--- src/rtl/wake_drv_pkg.sv ---
package wake_drv_pkg;

    // Monoflop phase for the maximum-on-time limiter
    typedef enum logic [1:0] {
        MF_IDLE    = 2'd0,
        MF_RUN     = 2'd1,
        MF_EXPIRED = 2'd2
    } mono_state_e;

    // Software configuration as seen inside the block
    typedef struct packed {
        logic out_req;
        logic mono_off;
        logic io_mode;
    } wake_cfg_t;

    // Sticky fault status
    typedef struct packed {
        logic sc;
        logic therm;
    } wake_stat_t;

    // Counter width able to hold the value n
    function automatic int cnt_bits(input int n);
        return (n < 2) ? 1 : $clog2(n + 1);
    endfunction

endpackage

--- src/rtl/wake_req_delay.sv ---
module wake_req_delay #(
    parameter int LAT = 10
) (
    input  logic clk,
    input  logic rst,
    input  logic d,
    output logic q
);
    logic tap [0:LAT];

    assign tap[0] = d;

    for (genvar g = 0; g < LAT; g++) begin : g_stage
        always_ff @(posedge clk) begin
            if (rst) tap[g+1] <= 1'b0;
            else     tap[g+1] <= tap[g];
        end
    end

    assign q = tap[LAT];
endmodule

--- src/rtl/wake_monoflop.sv ---
module wake_monoflop
    import wake_drv_pkg::*;
#(
    parameter int MONO = 1300000
) (
    input  logic clk,
    input  logic rst,
    input  logic hold,
    input  logic req,
    output logic allow
);
    localparam int CW = cnt_bits(MONO);
    localparam logic [CW-1:0] LIM = CW'(MONO);

    mono_state_e     state;
    logic [CW-1:0]   cnt;
    logic [CW-1:0]   cnt_nxt;

    assign cnt_nxt = cnt + CW'(1);

    always_ff @(posedge clk) begin
        if (rst || hold || !req) begin
            state <= MF_IDLE;
            cnt   <= '0;
        end else begin
            case (state)
                MF_IDLE, MF_RUN: begin
                    cnt   <= cnt_nxt;
                    state <= (cnt_nxt == LIM) ? MF_EXPIRED : MF_RUN;
                end
                default: begin
                    cnt   <= cnt;
                    state <= MF_EXPIRED;
                end
            endcase
        end
    end

    assign allow = (state != MF_EXPIRED);
endmodule

--- src/rtl/wake_sc_filter.sv ---
module wake_sc_filter
    import wake_drv_pkg::*;
#(
    parameter int SC = 400
) (
    input  logic clk,
    input  logic rst,
    input  logic sense,
    output logic trip
);
    localparam int CW = cnt_bits(SC);
    localparam logic [CW-1:0] LIM  = CW'(SC);
    localparam logic [CW-1:0] LAST = CW'(SC - 1);

    logic [CW-1:0] run;

    always_ff @(posedge clk) begin
        if (rst || !sense) run <= '0;
        else if (run != LIM) run <= run + CW'(1);
    end

    // fires once, in the SC-th consecutive high cycle
    assign trip = sense && (run == LAST);
endmodule

--- src/rtl/wake_pin_sync.sv ---
module wake_pin_sync #(
    parameter int STG = 2
) (
    input  logic clk,
    input  logic rst,
    input  logic pin,
    output logic level,
    output logic toggled
);
    logic [STG:0] sh;

    always_ff @(posedge clk) begin
        if (rst) sh <= '0;
        else     sh <= {sh[STG-1:0], pin};
    end

    assign level   = sh[STG-1];
    assign toggled = sh[STG-1] ^ sh[STG];
endmodule

--- src/rtl/wake_drv_ctrl.sv ---
module wake_drv_ctrl
    import wake_drv_pkg::*;
#(
    parameter int LAT_CYC     = 10,
    parameter int MONO_CYC    = 1300000,
    parameter int SC_FILT_CYC = 400,
    parameter int SYNC_STG    = 2
) (
    input  logic clk,
    input  logic rst,
    input  logic out_req,
    input  logic mono_off,
    input  logic io_mode,
    input  logic therm_rearm,
    input  logic sc_clr,
    input  logic therm_clr,
    input  logic sc_sense,
    input  logic therm_hit,
    input  logic pin_lvl,
    output logic drv_en,
    output logic irq,
    output logic sc_flag,
    output logic therm_flag,
    output logic pin_state
);
    wake_cfg_t  cfg;
    wake_stat_t stat_q;
    logic       req_dly;
    logic       mono_ok;
    logic       sc_trip;
    logic       pin_tgl;
    logic       lock_q;
    logic       drv_q;
    logic       irq_q;
    logic       drv_nxt;

    assign cfg.out_req  = out_req;
    assign cfg.mono_off = mono_off;
    assign cfg.io_mode  = io_mode;

    wake_req_delay #(.LAT(LAT_CYC)) i_dly (
        .clk (clk),
        .rst (rst),
        .d   (cfg.out_req),
        .q   (req_dly)
    );

    wake_monoflop #(.MONO(MONO_CYC)) i_mono (
        .clk   (clk),
        .rst   (rst),
        .hold  (cfg.io_mode),
        .req   (req_dly),
        .allow (mono_ok)
    );

    wake_sc_filter #(.SC(SC_FILT_CYC)) i_scf (
        .clk   (clk),
        .rst   (rst),
        .sense (sc_sense),
        .trip  (sc_trip)
    );

    wake_pin_sync #(.STG(SYNC_STG)) i_sync (
        .clk     (clk),
        .rst     (rst),
        .pin     (pin_lvl),
        .level   (pin_state),
        .toggled (pin_tgl)
    );

    assign drv_nxt = !cfg.io_mode && !lock_q && !therm_hit && req_dly
                     && (cfg.mono_off || mono_ok);

    always_ff @(posedge clk) begin
        if (rst) begin
            lock_q <= 1'b0;
            stat_q <= '0;
            drv_q  <= 1'b0;
            irq_q  <= 1'b0;
        end else begin
            if (therm_hit)        lock_q <= 1'b1;
            else if (therm_rearm) lock_q <= 1'b0;

            if (therm_hit)        stat_q.therm <= 1'b1;
            else if (therm_clr)   stat_q.therm <= 1'b0;

            if (sc_trip)                   stat_q.sc <= 1'b1;
            else if (sc_clr && !sc_sense)  stat_q.sc <= 1'b0;

            drv_q <= drv_nxt;
            irq_q <= sc_trip || (cfg.io_mode && pin_tgl);
        end
    end

    assign drv_en     = drv_q;
    assign irq        = irq_q;
    assign sc_flag    = stat_q.sc;
    assign therm_flag = stat_q.therm;
endmodule

--- config.mk ---
export PLATFORM = sky130hd
export DESIGN_NAME = wake_drv_ctrl
export DESIGN_NICKNAME = d
export VERILOG_FILES = /design/src/rtl/wake_drv_pkg.sv /design/src/rtl/wake_req_delay.sv /design/src/rtl/wake_monoflop.sv /design/src/rtl/wake_sc_filter.sv /design/src/rtl/wake_pin_sync.sv /design/src/rtl/wake_drv_ctrl.sv
export SDC_FILE = /design/constraint.sdc
export NUM_CORES = 1
export LEC_CHECK = 0
export BUFFER_PORTS_ARGS = -buffer_cell sky130_fd_sc_hd__clkbuf_2
export CORE_ASPECT_RATIO = 1.5
export CORE_MARGIN = 1.5
export CORE_UTILIZATION = 25
export DETAILED_ROUTE_END_ITERATION = 7
export SLEW_MARGIN = 20
export SYNTH_ARGS = -nofsm -noshare
export SYNTH_HDL_FRONTEND = slang
export SYNTH_SLANG_ARGS = --single-unit
--- constraint.sdc ---
create_clock -name clk -period 1.8 [get_ports clk]
set_input_delay 0.18 -clock clk [delete_from_list [all_inputs] [get_ports clk]]
set_output_delay 0.18 -clock clk [all_outputs]
set_load 0.01 [all_outputs]
Word-level counts from Yosys, hierarchy flattened
Index checks and enable logic that the tools add are counted.

storage, ports and cells
  register bits after elaboration = 50
  input port bits = 11
  memory bits (writable) = 0
  bits in latches = 0
  memories kept = 0
  logic and storage cells = 60
  memory bits (read-only) = 0

operators by class
  muxes and demuxes = 8
  multipliers = 0
  shift operators = 0
  reduce and logical (&&, ||, !) cells = 23
  bitwise gates (word level) = 2
  divide/modulo/power cells = 0
  equal/unequal tests = 5
  $lt $le $gt $ge = 0
  add/sub/neg operators = 2

operator list
  kind                   number
  $add 21x1->21 const B  1
  $eq 21x21->1 const B   1
  $add 9x1->9 const B    1
  $eq 9x9->1 const B     1
  $ne 9x9->1 const B     1
  $logic_and 1x1->1      7
  $mux 1                 6
  $reduce_bool 2->1      3
  $logic_not 1->1        5
  $logic_or 1x1->1       5
  $mux 2                 2
  $reduce_or 2->1        2
  $eq 2x1->1 const B     1
  $logic_not 2->1        1
  $ne 2x2->1 const B     1
  $not 1->1              1
  $xor 1x1->1            1

Depth between registers and ports, before layout
Gate-level depths: netlist of the first run.

  word-level depth = 5
  mapped depth = 7
  gate-level depth less buffers = 7

Hierarchy
From an unflattened synthesis of the first run, not the netlist that was laid out.

second synthesis, totals
  cells, all modules = 250
  area, all modules = 2348.5 um^2

modules (own cells, without submodules)
  module          cells each  sequential area each (um^2)  instances  area an instance (um^2)
  wake_monoflop   155         460.4                        1          1371.3
  wake_sc_filter  50          180.2                        1          450.4
  wake_req_delay  20          200.2                        1          262.8
  wake_drv_ctrl   18          100.1                        1          176.4
  wake_pin_sync   7           60.1                         1          87.6

Worst setup path after synthesis of the first run
Ideal clock, no wire load.

  path kind = reg-to-reg
  from = register i_mono.cnt[7]
  to = register i_mono.state[0]
  data arrival time = 1.593 ns
  stages on the path, launching flop included = 7
  path slack = 0.087 ns
  path buffers = 0
  path through = dfxtp_1 > nand4_4 > or3_4 > nor2_1 > xor2_1 > a41oi_2 > nor2b_1

on the way
  longest elaborated chain between the ends = 3

RTL lines
  element                 RTL line             text
  from (decl)             wake_monoflop.sv:16  logic [CW-1:0] cnt;
  from (signal assigned)  wake_monoflop.sv:28  cnt <= cnt_nxt;
  from (signal assigned)  wake_monoflop.sv:32  cnt <= cnt;
  $add 21x1->21           wake_monoflop.sv:19  assign cnt_nxt = cnt + CW'(1);
  $eq 21x21->1            wake_monoflop.sv:29  state <= (cnt_nxt == LIM) ? MF_EXPIRED : MF_RUN;
  $mux 2                  wake_monoflop.sv:29
  to (signal assigned)    wake_monoflop.sv:29
  to (decl)               wake_monoflop.sv:15  mono_state_e state;

Every way passes these cells.
A chain may end at the register's enable or synchronous reset.

Final worst setup path of the first run
  from = register i_mono.cnt[5]
  to = register i_mono.state[0]

The elaborated chain is that of the path after synthesis.

==> results.md, run 1 <==
- Synth top area share: 45.6%
- Register area share after synthesis: approximately 46%
- Clk sinks: 50
- Final setup vio count: 0
- Cell Pwr Density: a little under 800 nW/um2
- CP Launch Type: flip-flop
- Post-layout nets: roughly 280
- Int Power: roughly 1700 uW
- Post-route ant nets: 0
- Logic pwr share: roughly 2.0%
- Clk Latency, worst-skew pair: between 200 and 300 ps
- Clock share of power: between 40% and 50%
- EDFF count, synth: 0
- Clock buffer depth: 2
- Sequential share of power: between 50% and 60%
- Fin. Hold Viols: 0
- Number of global-route vias before repair: 1,634
- Worst min path class: in2reg
- First-pass GRT wire length: between 7000 and 8000 um
- Final period utilization: 94.1%
- Gr ovfl total: 0
- Initial core utilization: 25.9%
- Worst-path fanout max: 5
- Inserted Clock Buffers: 5
- Syn_nets: ~250
- Hold_buf cts: 0
- Fraction of registers with async set/reset: 0%
- Fin. max-slew vios: 0
- Leakage power: 0.00102 uW
- ANT cells: 0
- Flops & latches, synth: 50
- Yosys top cell by area: dfxtp_1
- Worst setup margin: around 110 ps
- Cell Rows: 41
- IO buf count: 15
- Largest net degree at the start of global routing: 24
- Peak supply drop: around 0.6 mV
- CTS tree: done
- Largest cells by area after synthesis: dfxtp_1 46%, nor2_1 6.5%, xnor2_1 6.4%
- Dpl cells: 367
- Synth Area per Inst: 9.22 um2
- 1st-pass router iterations: 4
- Initial drt markers: 38
- I/O pin count: 16
- Crit path time final: ~1700 ps
- Share of cells above drive strength 1: around 28%
- Detailed-route wire length: a little over 4000 um
- Setup tns final: 0 ps
- Crit. End Element: flip-flop
- Most frequent cells in the layout: 41 x dfxtp_1, 37 x nor2_1, 21 x buf_4, 16 x xnor2_1, 16 x nor2b_1
- Die X: 79.5 um
- Die footprint: approximately 9400 um2
- Clk slew on worst S/H paths: roughly 70 ps
- Clock skew: 5.52 ps
- Routed vias: between 1,500 and 2,000
- Post-Syn Area: about 2200 um2
- Antenna violations before repair: 0
- Post-Place Worst Slack: -42.4 ps
- Max transition margin: 53.3%
- Sw frac: between 20% and 30%
- Netlist cell types: 47
- Fin util: between 30 and 40%
- Most common cell after layout, fill and taps aside: dfxtp_1
- Final GP Congestion: 0.813
- Status: complete, no violations
- Syn Inst Count: between 200 and 250
- H-tree level count: 2
- Total core area: around 8500 um2
- DRC viols: 0
- Hold path depth: 2
- Root buffer cell: clkbuf_16
- Via density: around 4.4
- Most frequently used flop master after synthesis: dfxtp_1
- Die Height: ~120 um
- # Max-Cap Violations: 0
- Detailed Place HPWL: 2890 um
- Gr usage total: 9.64%
- Post-DR wirelength/cell: 10.9 um
- Least-Margin Pin Slew: between 600 and 700 ps
- RSZ-0062 raised after global routing: yes
- Crit Path Class: reg2reg
- Max frequency: 0.590 GHz
- Arrival time at the worst endpoint: between 1500 and 2000 ps
- Non-filler cells, final: about 380
- Synth-to-Final Area Change: 24.7%
- NetSw: roughly 470 uW
- Hold WS: approximately 75 ps
- Worst R2R Path Depth: 8
- Worst endpoint required time: 1980 ps
- Total of warnings raised by yosys: 0
==> final cells by class <==
cell class	count	area [um2]
repair buffers	36	233
flip-flops and latches	50	1020
clock buffers	5	125
fillers	862	5730
well taps	107	134
multi-input cells	168	1160
clock inverters	3	28.8
inverters	9	33.8
==> logic make-up after synthesis <==
family / synth area share (%)
flops: 45.6
fa+ha+maj: 1.71
compound gates: 7.30
simple gates: 28.0
xor+xnor: 12.0
buf+inv: 4.39
mux: 0.970
==> cells in the mapped netlist (all sizes together), types with 2 or more instances <==
master   n
xnor2   16
inv      9
buf      4
a211oi   2
nor4     4
nand2   13
o21ai    5
or3      3
nor2b   16
dfxtp   50
nor2    39
nand3    8
and3     6
nand4    5
nor3     9
clkbuf   7
xor2    14
ha       3
a21oi    7
==> critical path, cell delays in order, from the launching register on <==
cell and delay, ps:
dfxtp_2 350, nand4_2 180, buf_4 140, buf_4 100
o21ai_0 70, o32a_2 200, a211oi_2 250, a41oi_2 130
nor2b_1 170
==> sequential cells by signal (all words and copies together) (netlist names) <==
signal and flops:
i_mono.cnt 21, i_dly.tap 9, i_scf.run 9, i_sync.sh 3, i_mono.state 2, drv_en 1
i_dly.q 1, irq 1, lock_q 1, sc_flag 1, therm_flag 1
==> per-stage QoR <==
stage / instance area, um2 / power, uW
finish: 2740 / 2130
floorplan: 2190 / 1170
global route: 2740 / 2220
detailed placement: 2480 / 1190
global placement: 2480 / 1190
CTS: 2650 / 2170
==> metal layers <==
layer	track usage, %	vias to the layer above	share of wire (%)
li1	-	861	-
met1	10.5	772	42
met2	17.0	29	52
met3	2.09	6	3.1
met4	4.93	0	2.3
met5	0	-	0
==> power by group through the flow <==
stage	combinational [uW]	clock (uW)	sequential, uW
CTS	44.7	1000	1120
finish	43.2	971	1120
global route	50.1	1050	1120
detailed placement	44.3	0	1150
global placement	43.8	0	1150
floorplan	21.5	0	1150
==> path summary, 6_finish.rpt <==
path | startpoint | end | slack [ps]
setup / recovery | i_mono.cnt[5] | i_mono.state[0] | 110
hold / removal | therm_hit | drv_en | 80
setup reg to reg | i_mono.cnt[5] | i_mono.state[0] | 110
hold reg to reg | lock_q | drv_en | 420
==> what timing repair did <==
| action | in CTS | in global routing |
|---|---|---|
| pin swaps | 0 | 5 |
| gates resized for setup | 3 | 18 |
| setup buffers | 0 | 2 |
| setup endpoints to repair | 2 | 3 |
| gates cloned | 0 | 1 |
Note: power is estimated with default switching activity, not from simulation.
==> run 2: changes to the inputs <==
Settings changed: ABC_AREA set to 1, SKIP_LAST_GASP set to 1.
==> run 2 against run 1 <==
Compared with the run above: non-clock buffer count down 13; critical path type unchanged; sequential power about the same; highest routed layer unchanged; die area up 9.8%; synthesized cell count up 47%.
==> results.md, run 2 <==
- Status: complete, no violations
- Total of warnings raised by yosys: 0
- Fraction of registers with async set/reset: 0%
- Flops & latches, synth: 50
- 1st-pass router iterations: 5
- Max frequency: between 0.5 and 0.6 GHz
- Final setup vio count: 0
- FF/Latch Area: ~1000 um2
- CTS tree: done
- Detailed Place HPWL: between 3000 and 4000 um
- Via density: between 4 and 5
- Die footprint: between 10,000 and 15,000 um2
- Gr usage total: 10.6%
- # Max-Cap Violations: 0
- Die X: around 83 um
- Post-layout nets: approximately 390
- Max transition margin: 67.0%
- Root buffer cell: clkbuf_16
- Die Height: roughly 120 um
- Clock skew: ~3.4 ps
- Final period utilization: 93.5%
- Clock buffer depth: 2
- Register with the most flip-flops: i_mono.cnt
- Cell Rows: 43
- Antenna violations before repair: 0
- Final GP Congestion: between 0.8 and 0.9
- Fin. max-slew vios: 0
- Total core area: ~9300 um2
- EDFF count, synth: 0
- Initial drt markers: between 100 and 150
- Proportion of synthesized area in mux cells: 0%
- Worst endpoint required time: 1980 ps
- Clk Latency, worst-skew pair: about 290 ps
- Multi-input gate area: between 1000 and 1500 um2
- CP most frequent cell: nand2_1
- Xor/xnor cell area share of the yosys netlist: around 2.2%
- First-pass GRT wire length: approximately 8900 um
- CP delay by family, top: simple AND/OR/NAND/NOR gates
- Initial core utilization: around a quarter
- Critical path buffer and inverter count: 1
- Crit. End Element: flip-flop
- Critical path, cell by cell: buf_4 > nand3_1 > nor2_2 > nand2_1 > nand2_1 > nand2_1 > nor2_1 > nand3_1 > nor2_1 > nand3_2 > nand2_1 > nor2_1
- Synthesized-area fraction occupied by and/or/nand/nor cells: between 30% and 40%
- Yosys top cell by area: dfxtp_1
- Arrival time at the worst endpoint: 1860 ps
- Gr ovfl total: 0
- Fin util: slightly above 30%
- Max reg flops: 21
- Worst min path class: in2reg
- I/O pin count: 16
- Netlist cell types: 31
- H-tree level count: 2
- Most frequent cells in the layout: 67 x nand2_1, 63 x inv_1, 47 x dfxtp_1, 43 x nor2_1, 25 x a21oi_1
- Top cell types by occurrence after synthesis: 69 x nand2_1, 63 x inv_1, 50 x dfxtp_1
- Syn Inst Count: about 350
- Max stage delay on crit path: 350 ps
- ANT cells: 0
- Clk slew on worst S/H paths: 70 ps
- CP Launch Type: flip-flop
- Least-Margin Pin Slew: approximately 500 ps
- Fin. Hold Viols: 0
- Synth-to-Final Area Change: 18.8%
- Top-count cell post-synth: nand2_1
- Main combinational cell family by area after synthesis: simple AND/OR/NAND/NOR gates
- IO buf count: 15
- Most frequently used flop master after synthesis: dfxtp_1
- Synth Area per Inst: about 7 um2
- Routed vias: around 2,200
- Crit path time final: 1680 ps
- Post-Syn Area: around 2400 um2
- Syn_nets: approximately 370
- Detailed-route wire length: 5150 um
- DRC viols: 0
- Largest net degree at the start of global routing: 28
- Peak supply drop: roughly 0.6 mV
- Top flop regs: i_mono.cnt: 21 flops, i_dly.tap: 9 flops, i_scf.run: 9 flops
- Slowest CP cell: dfxtp_2
- Register area share after synthesis: between 40% and 50%
- Clk sinks: 50
- Most common cell after layout, fill and taps aside: nand2_1
- Largest cells by area after synthesis: dfxtp_1 41%, nand2_1 11%, inv_1 9.8%
- Synth Area in Compound Gates: between 10 and 15%
- Synth top area share: approximately two fifths
- Adder-cell area share of the yosys netlist: between 1.5 and 2%
- Number of global-route vias before repair: roughly 2,100
- Leakage power: 0.00121 uW
- Final-layout fill cell count: ~1,000
- Worst-path fanout max: 3
- Hold_buf cts: 0
- Crit Path Class: reg2reg
- Post-DR wirelength/cell: 10.6 um
- Inserted Clock Buffers: 5
- Post-route ant nets: 0
- Cell Pwr Density: around 780 nW/um2
- Share of cells above drive strength 1: 15.7%
- Hold WS: 64.0 ps
[run 2: cell count changes in the layout (fill, tap and decap cells not counted), moves of 13 or more]
cell	delta
xnor2_1	-15
nor2b_1	-16
a21oi_1	+18
nand2_1	+56
buf_4	-13
o21ai_0	+17
inv_1	+54
[run 2: per-stage QoR]
stage | instance area (um2) | TNS [ps] | power [uW] | setup slack (ps) | std cells
floorplan | 2410 | 0 | 1170 | 190 | 351
global placement | 2650 | 0 | 1200 | 78.2 | 477
detailed placement | 2650 | 0 | 1200 | 27.1 | 477
CTS | 2810 | 0 | 2270 | 17.2 | 485
global route | 2870 | -9.19 | 2330 | -9.19 | 487
finish | 2870 | 0 | 2250 | 118 | 487
[run 2: repair_timing]
action	in CTS	in global routing
endpoints found under the hold margin	0	0
resized for setup	0	12
setup endpoints to repair	0	3
setup buffers	0	2
[run 2: routing by layer]
layer | track usage, % | wire (um) | part of all wire (%) | up-vias
met2 | 20.9 | 2700 | 52 | 29
li1 | - | - | - | 1151
met1 | 11.2 | 2240 | 43 | 996
met4 | 4.06 | 86 | 1.7 | 0
met5 | 0 | 0 | 0 | -
met3 | 1.80 | 128 | 2.5 | 9
[run 2: worst reg2reg max path, stage by stage, from the launching register on]
cell	delay (ps)
dfxtp_2	350
buf_4	120
nand3_1	150
nor2_2	190
nand2_1	70
nand2_1	80
nand2_1	50
nor2_1	140
nand3_1	90
nor2_1	120
nand3_2	100
nand2_1	70
nor2_1	40
[run 2: worst paths after layout]
path,start,endpoint,slack (ps),cells past startpoint
min reg2reg,i_sync.sh[0],i_sync.sh[1],400,2
max reg2reg,i_mono.cnt[1],i_mono.state[0],120,12
min,therm_rearm,lock_q,60,2
max,i_mono.cnt[1],i_mono.state[0],120,12
[run 2: kinds of logic after synthesis]
logic type / after synthesis
AND/OR/NAND/NOR: 163
buffers and inverters: 72
AO/OA/AOI/OAI: 57
flip-flops: 50
XOR/XNOR: 6
adder cells (fa/ha/maj): 3
[run 2: layout make-up]
type	instances	area share, %
well taps	112	4.88
inverters	65	8.50
repair buffers	23	4.71
flip-flops and latches	50	35.0
clock buffers	6	4.49
clock inverters	2	1.31
multi-input cells	229	41.1
[run 2: power by group]
group          switching, uW  internal [uW]  total [uW]  leakage [uW]
registers               5.47           1120        1120      0.000406
clock network            421            657        1080     0.0000771
logic                   27.0           20.1        47.1      0.000732
==> run 3: changes to the inputs <==
Clock period 1.8 ns to 1.38 ns, I/O delays scaled along.
==> run 3 against run 2 <==
Compared with the run above: the run now ends with setup timing left; sequential share of layout area decreased by 3.7 points; combinational power up 37%; cell count is 6.0% higher; design area grew 13%; critical path type unchanged; critical endpoint unchanged; highest routed layer unchanged; clock power rose by 49%.
==> results.md, run 3 (synthesized netlist as in run 2, its figures left out) <==
- Top flop regs: i_mono.cnt: 21 flops, i_dly.tap: 9 flops, i_scf.run: 9 flops
- Inserted Clock Buffers: 5
- Fin. max-slew vios: 0
- Post-DR wirelength/cell: ~11 um
- Fin. Hold Viols: 0
- CP Launch Type: flip-flop
- Post-route ant nets: 0
- Crit Path Class: reg2reg
- Dpl cells: 505
- Die X: ~83 um
- Crit path time final: between 1500 and 2000 ps
- Routed vias: about 2,300
- 1st-pass router iterations: 4
- Total core area: 9310 um2
- Worst endpoint required time: ~1600 ps
- Max reg flops: 21
- DRC viols: 0
- Non-filler cells, final: roughly 520
- Post-Place Worst Slack: -365 ps
- Detailed-route wire length: between 5000 and 6000 um
- Initial drt markers: 65
- Max transition margin: between 70% and 80%
- Antenna violations before repair: 0
- Number of global-route vias before repair: ~2,200
- Gr ovfl total: 0
- Cell Pwr Density: 966 nW/um2
- Most frequent cells in the layout: 63 x inv_1, 59 x nand2_1, 41 x dfxtp_1, 37 x nor2_1, 36 x buf_4
- Arrival time at the worst endpoint: 1810 ps
- Worst-path fanout max: 6
- Power Total: between 3000 and 4000 uW
- Final GP Congestion: ~0.85
- Clock skew: 3.88 ps
- Post-layout nets: between 400 and 500
- RSZ-0062 raised after global routing: yes
- Most common cell after layout, fill and taps aside: inv_1
- Share of cells above drive strength 1: 29.2%
- Worst min path class: in2reg
- Max frequency: between 0.6 and 0.7 GHz
- Final setup vio count: 7
- Least-Margin Pin Slew: approximately 400 ps
- Status: complete, but fails checks
- Worst setup margin: -247 ps
- H-tree level count: 2
- Largest net degree at the start of global routing: 28
- Crit. End Element: flip-flop
- Failing checks: setup timing
- Final-layout fill cell count: 960
- ANT cells: 0
- Root buffer cell: clkbuf_16
- Peak supply drop: between 1 and 1.5 mV
- First-pass GRT wire length: around 9400 um
- Clk sinks: 50
- CTS tree: done
- IO buf count: 15
- Detailed Place HPWL: 4110 um
- Hold_buf cts: 0
- Leakage power: between 0.001 and 0.0015 uW
- Final period utilization: 118%
- Die footprint: approximately 10,000 um2
- Cell Rows: 43
- Initial core utilization: between 20% and 30%
- Register with the most flip-flops: i_mono.cnt
- Die Height: between 100 and 150 um
- I/O pin count: 16
- Gr usage total: roughly 11%
- Synth-to-Final Area Change: 34.5%
- Via density: 4.40
- Clk slew on worst S/H paths: approximately 60 ps
- # Max-Cap Violations: 0
- Clk Latency, worst-skew pair: about 290 ps
- Clock buffer depth: 2
## run 3: final timing paths
check / start / to / slack, ps / cells past startpoint
min reg2reg: i_dly.tap[8] / i_dly.tap[7] / 400 / 2
min: therm_rearm / lock_q / 30 / 2
max: i_mono.cnt[2] / i_mono.state[0] / -250 / 12
max reg2reg: i_mono.cnt[2] / i_mono.state[0] / -250 / 12
## run 3: repair_timing
action,in CTS,in global routing
buffers inserted,3,3
pin swaps,22,15
resized for setup,23,21
endpoints found under the setup margin,8,18
hold endpoints to repair,0,0
## run 3: per-stage QoR
step                utilization (%)  setup TNS (ps)  hold WS, ps  cell area [um2]
floorplan                         -            -279          217             2450
global route                   34.9           -1850         24.2             3250
detailed placement             31.1           -1120          330             2890
CTS                            34.0            -684         22.6             3160
finish                         34.9            -655         30.0             3250
global placement               31.1            -996          327             2890
## run 3: critical path, stage by stage (launching register included)
cell and delay [ps]:
dfxtp_1 380, buf_4 170, nand2_4 60, nor2_4 160, nand2_2 120, nand2_2 80, nand2_2 70, nor2_2 80
nand3_1 90, nor2_2 140, nand3_2 90, nand2_1 70, nor2_1 30
## run 3: layer usage
metal  track usage [%]  vias up  routed length [um]
li1                  -     1197                   -
met1              11.9     1032                2290
met2              21.2       31                2950
met3              2.27        9                 149
met4              5.52        0                 158
met5                 0        -                   0
## run 3: final cells by class
type | count | area (um2) | share of cell area [%]
Inverter | 65 | 244 | 7.51
Timing Repair Buffer | 52 | 357 | 11.0
Clock buffer | 6 | 139 | 4.28
Clock inverter | 2 | 60.1 | 1.85
Tap cell | 112 | 140 | 4.31
Sequential cell | 50 | 1020 | 31.3
Multi-Input combinational cell | 229 | 1290 | 39.8
## run 3: power by group
group          switching, uW  leakage (uW)  internal [uW]  total (uW)
registers               8.32      0.000410           1450        1460
clock network            522     0.0000971           1090        1610
logic                   36.1      0.000920           28.2        64.3
